`src/rtl/net_probe_pkg.sv`:
```
package net_probe_pkg;
  // Strobes from control to datapath
  typedef struct packed {
    logic clear;    // wipe captured response words
    logic capture;  // shift in one response vector
  } probeStrobe_t;
endpackage

```
`src/rtl/net_probe_ctrl.sv`:
```
module net_probe_ctrl
  import net_probe_pkg::*;
#(
  parameter int VEC_COUNT = 4,
  parameter int IDX_W     = 3
) (
  input  logic             clk,
  input  logic             rst_n,
  input  logic             start,
  input  logic             vecReady,
  input  logic             respValid,
  output logic             vecValid,
  output logic             vecLast,
  output logic [IDX_W-1:0] vecIdx,
  output logic             resultValid,
  output probeStrobe_t     strobe
);
  localparam logic [IDX_W-1:0] LAST_IDX  = IDX_W'(VEC_COUNT - 1);
  localparam logic [IDX_W-1:0] FULL_CNT  = IDX_W'(VEC_COUNT);

  logic             active;
  logic [IDX_W-1:0] capCount;
  logic             atLast;
  logic             takeResp;

  assign atLast   = (vecIdx == LAST_IDX);
  assign takeResp = respValid && !start && (capCount != FULL_CNT);

  always_ff @(posedge clk) begin
    if (!rst_n) begin
      active   <= 1'b0;
      vecIdx   <= '0;
      capCount <= '0;
    end else if (start) begin
      active   <= 1'b1;
      vecIdx   <= '0;
      capCount <= '0;
    end else begin
      if (active && vecReady) begin
        if (atLast) active <= 1'b0;
        else        vecIdx <= vecIdx + 1'b1;
      end
      if (takeResp) capCount <= capCount + 1'b1;
    end
  end

  assign vecValid       = active;
  assign vecLast        = active && atLast;
  assign resultValid    = (capCount == FULL_CNT);
  assign strobe.clear   = start;
  assign strobe.capture = takeResp;
endmodule

```
`src/rtl/net_probe_dp.sv`:
```
module net_probe_dp
  import net_probe_pkg::*;
#(
  parameter int NUM_NETS  = 8,
  parameter int VEC_COUNT = 4,
  parameter int IDX_W     = 3
) (
  input  logic                clk,
  input  logic                rst_n,
  input  probeStrobe_t        strobe,
  input  logic [IDX_W-1:0]    vecIdx,
  input  logic                resultValid,
  input  logic [NUM_NETS-1:0] respData,
  output logic [NUM_NETS-1:0] vecData,
  output logic [NUM_NETS-1:0] faultNets,
  output logic                shortSeen
);
  logic [NUM_NETS-1:0] mismatch;
  logic [NUM_NETS-1:0] aliasHit;

  for (genvar i = 0; i < NUM_NETS; i++) begin : g_net
    localparam logic [VEC_COUNT-1:0] CODE = VEC_COUNT'(i + 1);

    logic [VEC_COUNT-1:0] shifted;
    logic [VEC_COUNT-1:0] word;
    logic                 hit;

    // Stimulus bit: bit vecIdx of this net's code
    assign shifted    = CODE >> vecIdx;
    assign vecData[i] = shifted[0];

    // Received word, first response lands in bit 0 after a full set
    always_ff @(posedge clk) begin
      if (!rst_n)              word <= '0;
      else if (strobe.clear)   word <= '0;
      else if (strobe.capture) word <= {respData[i], word[VEC_COUNT-1:1]};
    end

    assign mismatch[i] = (word != CODE);

    always_comb begin
      hit = 1'b0;
      for (int j = 0; j < NUM_NETS; j++) begin
        if ((j != i) && (word == VEC_COUNT'(j + 1))) hit = 1'b1;
      end
    end
    assign aliasHit[i] = hit;
  end

  assign faultNets = resultValid ? mismatch : '0;
  assign shortSeen = resultValid && (|aliasHit);
endmodule

```
`src/rtl/net_probe_gen.sv`:
```
module net_probe_gen
  import net_probe_pkg::*;
#(
  parameter int NUM_NETS = 8
) (
  input  logic                clk,
  input  logic                rst_n,
  input  logic                start,
  input  logic                vecReady,
  output logic                vecValid,
  output logic [NUM_NETS-1:0] vecData,
  output logic                vecLast,
  input  logic                respValid,
  input  logic [NUM_NETS-1:0] respData,
  output logic                resultValid,
  output logic [NUM_NETS-1:0] faultNets,
  output logic                shortSeen
);
  localparam int VEC_COUNT = $clog2(NUM_NETS + 2);
  localparam int IDX_W     = $clog2(VEC_COUNT + 1);

  logic [IDX_W-1:0] vecIdx;
  probeStrobe_t     strobe;

  net_probe_ctrl #(
    .VEC_COUNT(VEC_COUNT),
    .IDX_W    (IDX_W)
  ) ctrl_i (
    .clk        (clk),
    .rst_n      (rst_n),
    .start      (start),
    .vecReady   (vecReady),
    .respValid  (respValid),
    .vecValid   (vecValid),
    .vecLast    (vecLast),
    .vecIdx     (vecIdx),
    .resultValid(resultValid),
    .strobe     (strobe)
  );

  net_probe_dp #(
    .NUM_NETS (NUM_NETS),
    .VEC_COUNT(VEC_COUNT),
    .IDX_W    (IDX_W)
  ) dp_i (
    .clk        (clk),
    .rst_n      (rst_n),
    .strobe     (strobe),
    .vecIdx     (vecIdx),
    .resultValid(resultValid),
    .respData   (respData),
    .vecData    (vecData),
    .faultNets  (faultNets),
    .shortSeen  (shortSeen)
  );
endmodule

```
`config.mk`:
```
export PLATFORM = sky130hd
export DESIGN_NAME = net_probe_gen
export DESIGN_NICKNAME = d
export VERILOG_FILES = /design/src/rtl/net_probe_pkg.sv /design/src/rtl/net_probe_ctrl.sv /design/src/rtl/net_probe_dp.sv /design/src/rtl/net_probe_gen.sv
export SDC_FILE = /design/constraint.sdc
export NUM_CORES = 1
export LEC_CHECK = 0
export BUFFER_PORTS_ARGS = -buffer_cell sky130_fd_sc_hd__buf_4
export CELL_PAD_IN_SITES_DETAIL_PLACEMENT = 0
export CELL_PAD_IN_SITES_GLOBAL_PLACEMENT = 2
export CORE_MARGIN = 5
export CORE_UTILIZATION = 35
export CTS_BUF_LIST = sky130_fd_sc_hd__clkbuf_2 sky130_fd_sc_hd__clkbuf_4 sky130_fd_sc_hd__clkbuf_8
export DETAILED_ROUTE_END_ITERATION = 7
export GPL_TIMING_DRIVEN = 0
export PLACE_DENSITY_LB_ADDON = 0.3
export SLEW_MARGIN = 0
export SYNTH_ARGS = -nofsm -noshare
export SYNTH_HDL_FRONTEND = slang
export SYNTH_SLANG_ARGS = --single-unit
```
`constraint.sdc`:
```
create_clock -name clk -period 3 [get_ports clk]
set_input_delay 0 -clock clk [delete_from_list [all_inputs] [get_ports clk]]
set_output_delay 0 -clock clk [all_outputs]
set_load 0.01 [all_outputs]
```
== Word level (Yosys, flattened, before mapping) ==
Index checks and enable logic that the tools add are counted.
Operators by class
  add/subtract/negate cells: 2
  equality and inequality tests: 67
  shift operators: 8
  multiplexer cells: 60
  bitwise logic cells: 2
  reductions and logical operators: 12
Operators by type and width (count)
  equality test 4 x 3 -> 1 bit, second input constant: 28
  two-way mux 1 bit: 59
  equality test 4 x 2 -> 1 bit, second input constant: 14
  equality test 4 x 1 -> 1 bit, second input constant: 7
  equality test 4 bit, second input constant: 7
  != test 4 x 3 -> 1 bit, second input constant: 4
  >> shifter 3 x 3 -> 1 bit, first input constant: 4
  two-way mux 8 bit: 1
  != test 4 x 2 -> 1 bit, second input constant: 2
  OR reduction 8 bit: 1
  adder 3 x 1 -> 3 bit, second input constant: 2
  >> shifter 2 x 3 -> 1 bit, first input constant: 2
  logical AND 1 bit: 5
  != test 4 x 1 -> 1 bit, second input constant: 1
  != test 4 bit, second input constant: 1
  AND reduction 2 bit: 2
  nonzero test 2 bit: 2
  >> shifter 4 x 3 -> 1 bit, first input constant: 1
  equality test 3 x 2 -> 1 bit, second input constant: 1
  equality test 3 bit, second input constant: 1
  != test 3 bit, second input constant: 1
  >> shifter 1 x 3 -> 1 bit, first input constant: 1
  inverter 1 bit: 2
  OR reduction 2 bit: 1
  zero test 1 bit: 1
Storage, ports and cells
  bits in registers: 39
  bits of input ports: 13
  logic and storage cells: 162

== Longest topological paths before layout ==
Gate-level depths: netlist of the first run.
  depth in word-level cells: 10
  depth in mapped cells: 7

== Modules after synthesis ==
Synthesis of the first run repeated with hierarchy kept, for this count alone.
Second synthesis, totals
  cells, all modules: 207
  area, all modules: 1895.6 µm²
By module, submodules not included
  net_probe_dp: times used 1, cells each 164, area an instance 1497.7 µm², seq. area each 640.6 µm²
  net_probe_ctrl: times used 1, cells each 43, area an instance 397.9 µm², seq. area each 140.1 µm²

== Worst setup path before layout of the first run ==
OpenSTA, ideal clock, no wires.
  kind: reg2reg
  start point: register ctrl_i.vecIdx[1]
  end point: register ctrl_i.vecIdx[1]
  setup time: 128 ps
  data arrival time: 1249 ps
  setup slack: 1623 ps
  cell stages (with the launch flop): 6
  buffers on the path: 0
  clock period less this slack: 1377 ps
  cells stage by stage: dfxtp_1 -> ha_1 -> ha_1 -> nand3b_1 -> mux2i_1 -> nor2_1
On the way
  cells in the longest elaborated chain, start to end: 3
  elaborated cells on any way between the ends: 4
RTL lines
  from (decl): RTL line net_probe_ctrl.sv:14  | output logic [IDX_W-1:0] vecIdx,
  from (signal assigned): RTL line net_probe_ctrl.sv:41  | else vecIdx <= vecIdx + 1'b1;
  branches (longest 3 deep; another with adder 3 x 1 -> 3 bit)
Parallel ways; which one is timed is not known.
A chain may end at the register's enable or synchronous reset.

== Worst setup path in the final report of the first run ==
  start point: register ctrl_i.capCount[0]
  end point: output port faultNets[3]
On the way
  cells in the longest elaborated chain, start to end: 2
RTL lines
  from (decl): RTL line net_probe_ctrl.sv:22  | logic [IDX_W-1:0] capCount;
  from (signal assigned): RTL line net_probe_ctrl.sv:43  | if (takeResp) capCount <= capCount + 1'b1;
  equality test 3 bit: RTL line net_probe_ctrl.sv:49  | assign resultValid = (capCount == FULL_CNT);
  two-way mux 8 bit: RTL line net_probe_dp.sv:50  | assign faultNets = resultValid ? mismatch : '0;
  to (decl): RTL line net_probe_gen.sv:16  | output logic [NUM_NETS-1:0] faultNets,
Every way passes these cells.

==> impl_metrics.env, run 1 <==
export IMPL_status="finished clean"
export IMPL_clk_pin_slew_ps=80
export IMPL_ys_flop_type="dfxtp_1"
export IMPL_syn_nets=256
export IMPL_root_buffer="clkbuf_8"
export IMPL_ant_nets=0
export IMPL_fin_crit_sh_pct=59.88
export IMPL_hp_start="respValid"
export IMPL_clock_sinks=39
export IMPL_antenna_cells=0
export IMPL_timing_reg2reg_setup_slack_ps=1210
export IMPL_ys_async_sr_fraction_pct=0
export IMPL_arrival_ps=1800
export IMPL_netlist_area_sq_um=1803
export IMPL_cp_start_kind="flop"
export IMPL_layout_setup_ws_ps=1204
export IMPL_num_io_pins=33
export IMPL_holdPathStages=4
export IMPL_tightestPinTransition_ps=618.3
export IMPL_synth_top_area_cell="dfxtp_1"
export IMPL_clockBufferDepth=2
export IMPL_hpwlAfterDp_um=3161
export IMPL_vias_per_cell=4.702
export IMPL_grt_pass1_vias=1602
export IMPL_ir_worst_vdd_v=0.0002106
export IMPL_min_path_type="primary input to flop"
export IMPL_p_leak_nw=0.9014
export IMPL_area_delta_synth_final_pct=31.30
export IMPL_worstSetupPathType="flop to output port"
export IMPL_post_synth_most_frequent_cells="71 x nand2_1, 39 x dfxtp_1, 37 x a21oi_1"
export IMPL_htreeDepth=2
export IMPL_synth_edf_count=0
export IMPL_cp_end_kind="output port"
export IMPL_r2r_end="ctrl_i.vecValid"
export IMPL_die_width_um=81.78
export IMPL_cts_tree="built"
export IMPL_fin_nets=305
export IMPL_grt_start_max_net_pins=13
export IMPL_setup_viol=0
export IMPL_drt_iter0_drc=85
export IMPL_finalHoldViolCount=0
export IMPL_pre_cts_slack_ps=1430
export IMPL_post_cts_resized=0
export IMPL_nFillCells=524
export IMPL_gp_congestion=0.7568
export IMPL_place_area_sq_um=2131
export IMPL_rows=26
export IMPL_antenna_found_initial=0
export IMPL_yosysSeqAreaShare_pct=43.30
export IMPL_fmax_mhz=556.7
export IMPL_drv_cap=0
export IMPL_synth_cells=236
export IMPL_whs_ps=110.2
export IMPL_die_h_um=81.78
export IMPL_final_setup_skew_ps=9.820
export IMPL_wl_um=4404
export IMPL_yosysWarnings=0
export IMPL_core_area_sq_um=5042
export IMPL_power_density_nw_per_um2=482.6
export IMPL_yosysMostFrequentCell="nand2_1"
export IMPL_reg2reg_from="ctrl_i.vecIdx[1]"
export IMPL_hold_end="dp_i.g_net[2].word[2]"
export IMPL_insertion_delay_ps=290
export IMPL_die_area_sq_um=6687
export IMPL_relSlewSlack_pct=58.78
export IMPL_rr_worst_depth=6
export IMPL_synth_top_cells_by_area="dfxtp_1 43%, nand2_1 15%, a21oi_1 10%"
export IMPL_vias=1674
export IMPL_start_util_pct=35.76
export IMPL_grt_first_pass_wirelength_um=7521
export IMPL_finish_instance_area_sq_um=2367
export IMPL_cp_required_ps=3000
export IMPL_rsz0062_at_grt="false"
export IMPL_drive_gt1_share_pct=17.13
export IMPL_maxSlewViolCount=0
export IMPL_finalSetupTns_ps=0
export IMPL_ys_ff_latch=39
export IMPL_cts_buffers=5
export IMPL_crit_fanout=10
export IMPL_dr_pass1_iters=4
export IMPL_yosys_cell_types_count=31
export IMPL_avgSynthCellArea_sq_um=7.640
export IMPL_grt_use_total_pct=14.65
export IMPL_wire_per_inst_um=12.37
export IMPL_port_buffers=32
export IMPL_layout_min_cycle_time_ps=1796
export IMPL_overflow=0
export IMPL_drt_drc_violations_left=0
export IMPL_synth_top_cell_area_share_pct=43.30
==> worst max-delay path: stages, from the launching register on <==
cell and delay [ps]:
dfxtp_1 370, inv_1 60, ha_1 220, nand2_1 90
clkbuf_1 480, a31oi_1 100, buf_4 180
==> state kept, by name, summed over array words and instances, names as in the netlist <==
signal / count
ctrl_i.vecIdx: 3
ctrl_i.vecValid: 1
dp_i.g_net.word: 32
ctrl_i.capCount: 3
==> timing repair <==
item / 4_1_cts / 5_1_grt
setup buffers: 0 / 0
hold buffers: 10 / 0
endpoints found under the hold margin: 9 / 0
==> per-layer routing <==
layer | wire, um | global-route usage [%] | share of wire (%)
met1 | 2163 | 19.48 | 49
met5 | 0 | 0 | 0
met2 | 2001 | 22.86 | 45
met4 | 53 | 3.987 | 1.2
met3 | 186 | 4.605 | 4.2
==> layout by cell type, fill, tap and decap left out, drive strengths merged <==
| cell type | count |
|---|---|
| ha | 7 |
| a31oi | 6 |
| o21bai | 1 |
| nand2b | 3 |
| nand3b | 2 |
| o221ai | 1 |
| mux2i | 2 |
| xnor2 | 3 |
| xor2 | 1 |
| buf | 40 |
| nand2 | 71 |
| nor4 | 1 |
| o21a | 2 |
| or4b | 2 |
| nor2b | 6 |
| inv | 13 |
| nor3b | 2 |
| a21oi | 37 |
| o221a | 1 |
| o311ai | 1 |
| nor2 | 12 |
| a21boi | 1 |
| dfxtp | 39 |
| bufinv | 2 |
| a2111oi | 1 |
| or3b | 1 |
| and2 | 1 |
| nor4b | 1 |
| nor3 | 6 |
| a41oi | 1 |
| dlygate4sd3 | 10 |
| clkbuf | 9 |
==> power breakdown <==
| group | switching (mW) | internal [mW] |
|---|---|---|
| Sequential | 0.00769 | 0.524 |
| Clock | 0.184 | 0.342 |
| Combinational | 0.0448 | 0.0404 |
| Total | 0.236 | 0.906 |
==> worst max-delay path by stage <==
stage | start | end | slack [ps] | cells past startpoint
after floorplan | ctrl_i.vecIdx[1] | ctrl_i.vecIdx[1] | 1620 | 5
after global placement | ctrl_i.capCount[0] | dp_i.g_net[7].word[3] | 1440 | 6
after detailed placement | ctrl_i.capCount[0] | dp_i.g_net[1].word[1] | 1430 | 6
after CTS | ctrl_i.capCount[0] | faultNets[1] | 1180 | 6
after global routing | dp_i.g_net[4].word[0] | shortSeen | 1040 | 5
final | ctrl_i.capCount[0] | faultNets[3] | 1200 | 6
==> final cells by class <==
| type | instances | area (sq um) | area share, % |
|---|---|---|---|
| multi-input combinational | 173 | 923.4 | 39.01 |
| inverter | 13 | 48.80 | 2.061 |
| clock buffer | 6 | 76.32 | 3.224 |
| tap | 70 | 87.58 | 3.700 |
| buffer | 11 | 50.05 | 2.114 |
| sequential | 39 | 780.7 | 32.98 |
| timing repair buffer | 42 | 340.3 | 14.38 |
| clock inverter | 2 | 60.06 | 2.537 |
==> stage by stage <==
| stage | power (mW) | instances | utilization [%] |
|---|---|---|---|
| floorplan | 0.5859 | 236 | - |
| global placement | 0.6195 | 338 | 42.26 |
| detailed placement | 0.6196 | 338 | 42.26 |
| CTS | 1.159 | 356 | 46.95 |
| global route | 1.195 | 356 | 46.95 |
| finish | 1.143 | 356 | 46.95 |
==> kinds of logic after synthesis <==
family	synth area share, %
multiplexers	1.110
AND/OR/NAND/NOR	26.51
flip-flops	43.30
AO/OA/AOI/OAI	16.79
XOR/XNOR	1.943
buffers and inverters	5.482
adder cells (fa/ha/maj)	4.858
Power figures use the tool's default switching activity.
==> inputs of run 2 (changes only) <==
--- a/config.mk
+++ b/config.mk
@@ -9,7 +9,7 @@
 export CELL_PAD_IN_SITES_DETAIL_PLACEMENT = 0
 export CELL_PAD_IN_SITES_GLOBAL_PLACEMENT = 2
 export CORE_MARGIN = 5
-export CORE_UTILIZATION = 35
+export CORE_UTILIZATION = 29
 export CTS_BUF_LIST = sky130_fd_sc_hd__clkbuf_2 sky130_fd_sc_hd__clkbuf_4 sky130_fd_sc_hd__clkbuf_8
 export DETAILED_ROUTE_END_ITERATION = 7
 export GPL_TIMING_DRIVEN = 0
==> constraint.sdc (replaced) <==
create_clock -name clk -period 1.5 [get_ports clk]
set_input_delay 0 -clock clk [delete_from_list [all_inputs] [get_ports clk]]
set_output_delay 0 -clock clk [all_outputs]
set_load 0.01 [all_outputs]
==> impl_metrics.env, run 2 (synthesized netlist as in run 1, its figures left out) <==
export IMPL_hpwlAfterDp_um=3246
export IMPL_ant_nets=0
export IMPL_final_cell_mix="69 x nand2_1, 42 x buf_4, 36 x a21oi_1"
export IMPL_grt_use_total_pct=12.66
export IMPL_fin_crit_sh_pct=115.5
export IMPL_final_util_pct=43.00
export IMPL_port_buffers=32
export IMPL_core_area_sq_um=5991
export IMPL_area_delta_synth_final_pct=42.89
export IMPL_final_common_cell="nand2_1"
export IMPL_overflow=0
export IMPL_insertion_delay_ps=290
export IMPL_clk_pin_slew_ps=80
export IMPL_die_h_um=88.85
export IMPL_largest_register_ffs=32
export IMPL_maxSlewViolCount=0
export IMPL_setup_worst_path_start="dp_i.g_net[3].word[1]"
export IMPL_drt_drc_violations_left=0
export IMPL_clock_sinks=39
export IMPL_grt_first_pass_wirelength_um=7610
export IMPL_grt_pass1_vias=1585
export IMPL_registers_top_by_ff_count="dp_i.g_net.word"
export IMPL_cts_buffers=5
export IMPL_setup_viol=1
export IMPL_p_leak_nw=0.9883
export IMPL_r2r_end="ctrl_i.vecIdx[1]"
export IMPL_wire_per_inst_um=12.73
export IMPL_arrival_ps=1730
export IMPL_rr_worst_depth=5
export IMPL_dp_cells=343
export IMPL_num_io_pins=33
export IMPL_status="complete, but fails checks"
export IMPL_timing_reg2reg_setup_slack_ps=120
export IMPL_wl_um=4698
export IMPL_layout_setup_ws_ps=-232.7
export IMPL_cp_start_kind="flop"
export IMPL_antenna_cells=0
export IMPL_crit_fanout=2
export IMPL_finalHoldViolCount=0
export IMPL_endpoint="shortSeen"
export IMPL_tightestPinTransition_ps=498.7
export IMPL_finish_instance_area_sq_um=2576
export IMPL_htreeDepth=2
export IMPL_rsz0062_at_grt="true"
export IMPL_ir_worst_vdd_v=0.0003738
export IMPL_vias_per_cell=4.607
export IMPL_cp_required_ps=1500
export IMPL_whs_ps=52.13
export IMPL_drt_iter0_drc=72
export IMPL_swShare_pct=20.94
export IMPL_finalSetupTns_ps=-232.7
export IMPL_violations="setup timing"
export IMPL_dr_pass1_iters=4
export IMPL_power_clock_fraction_pct=45.6
export IMPL_reg2reg_from="ctrl_i.vecIdx[1]"
export IMPL_seq_power_share_pct=45.9
export IMPL_layout_min_cycle_time_ps=1733
export IMPL_antenna_found_initial=0
export IMPL_place_area_sq_um=2137
export IMPL_grt_start_max_net_pins=13
export IMPL_vias=1700
export IMPL_min_path_type="primary input to flop"
export IMPL_fin_cells=369
export IMPL_p_int_mw=1.829
export IMPL_cp_end_kind="output port"
export IMPL_power_density_nw_per_um2=898.0
export IMPL_final_setup_skew_ps=5.065
export IMPL_combinationalPowerShare_pct=8.5
export IMPL_die_area_sq_um=7894
export IMPL_cts_tree="built"
export IMPL_start_util_pct=30.10
export IMPL_drv_cap=0
export IMPL_gp_congestion=0.7317
export IMPL_clockBufferDepth=2
export IMPL_worstSetupPathType="flop to output port"
export IMPL_fin_nets=313
export IMPL_rows=28
export IMPL_reg_top3="dp_i.g_net.word: 32 flops, ctrl_i.capCount: 3 flops, ctrl_i.vecIdx: 3 flops"
export IMPL_root_buffer="clkbuf_8"
export IMPL_die_width_um=88.85
export IMPL_drive_gt1_share_pct=28.57
export IMPL_fmax_mhz=577.1
export IMPL_relSlewSlack_pct=66.75
export IMPL_p_sw_mw=0.4845
[run 2: layout make-up]
class | count | area, sq um
Multi-Input combinational cell | 173 | 1013
Fill cell | 622 | 3415
Clock buffer | 6 | 76.32
Clock inverter | 2 | 60.06
Tap cell | 75 | 93.84
Sequential cell | 39 | 794.5
Timing Repair Buffer | 50 | 417.9
Buffer | 11 | 71.32
Inverter | 13 | 48.80
[run 2: how the worst min path moves through the flow]
stage	start	end	slack, ps	depth (start not counted)
3_3_place_gp	rst_n	ctrl_i.vecValid	220	2
4_1_cts	vecReady	ctrl_i.vecValid	50	4
3_5_place_dp	rst_n	ctrl_i.vecValid	230	2
5_1_grt	vecReady	ctrl_i.vecValid	50	4
6_report	vecReady	ctrl_i.vecValid	50	4
2_1_floorplan	rst_n	ctrl_i.vecValid	130	1
[run 2: timing repair]
action | CTS | global route
pin swaps | 5 | 2
buffers inserted | 2 | 5
cloned | 0 | 1
hold endpoints to repair | 9 | 0
resized for setup | 20 | 19
hold buffers | 10 | 0
setup endpoints to repair | 40 | 43
[run 2: power by group through the flow]
stage	clock network [mW]	registers, mW	logic (mW)
2_1_floorplan	0	1.08	0.0876
3_3_place_gp	0	1.09	0.155
3_5_place_dp	0	1.09	0.154
4_1_cts	1.09	1.06	0.188
5_1_grt	1.13	1.07	0.218
6_report	1.06	1.06	0.196
[run 2: per-layer routing]
| layer | GRT usage (%) | vias up | part of all wire, % | routed length [um] |
|---|---|---|---|---|
| met5 | 0 | - | 0 | 0 |
| met4 | 4.121 | 0 | 1.4 | 64 |
| met3 | 3.818 | 6 | 4.0 | 188 |
| met2 | 19.03 | 29 | 46 | 2179 |
| met1 | 17.29 | 764 | 48 | 2265 |
| li1 | - | 901 | - | - |
[run 2: worst max-delay path: stages, from the launching register on]
cell and delay, ps:
dfxtp_2 330, or4b_4 530, o221ai_2 110, nor4_2 90, a31oi_1 220, buf_4 160
[run 2: through the flow]
stage / worst slack [ps] / total power [mW]
6_report: -232.7 / 2.313
5_1_grt: -271.6 / 2.415
4_1_cts: -218.3 / 2.341
3_5_place_dp: -63.52 / 1.241
3_3_place_gp: -56.46 / 1.242
2_1_floorplan: 123.2 / 1.172
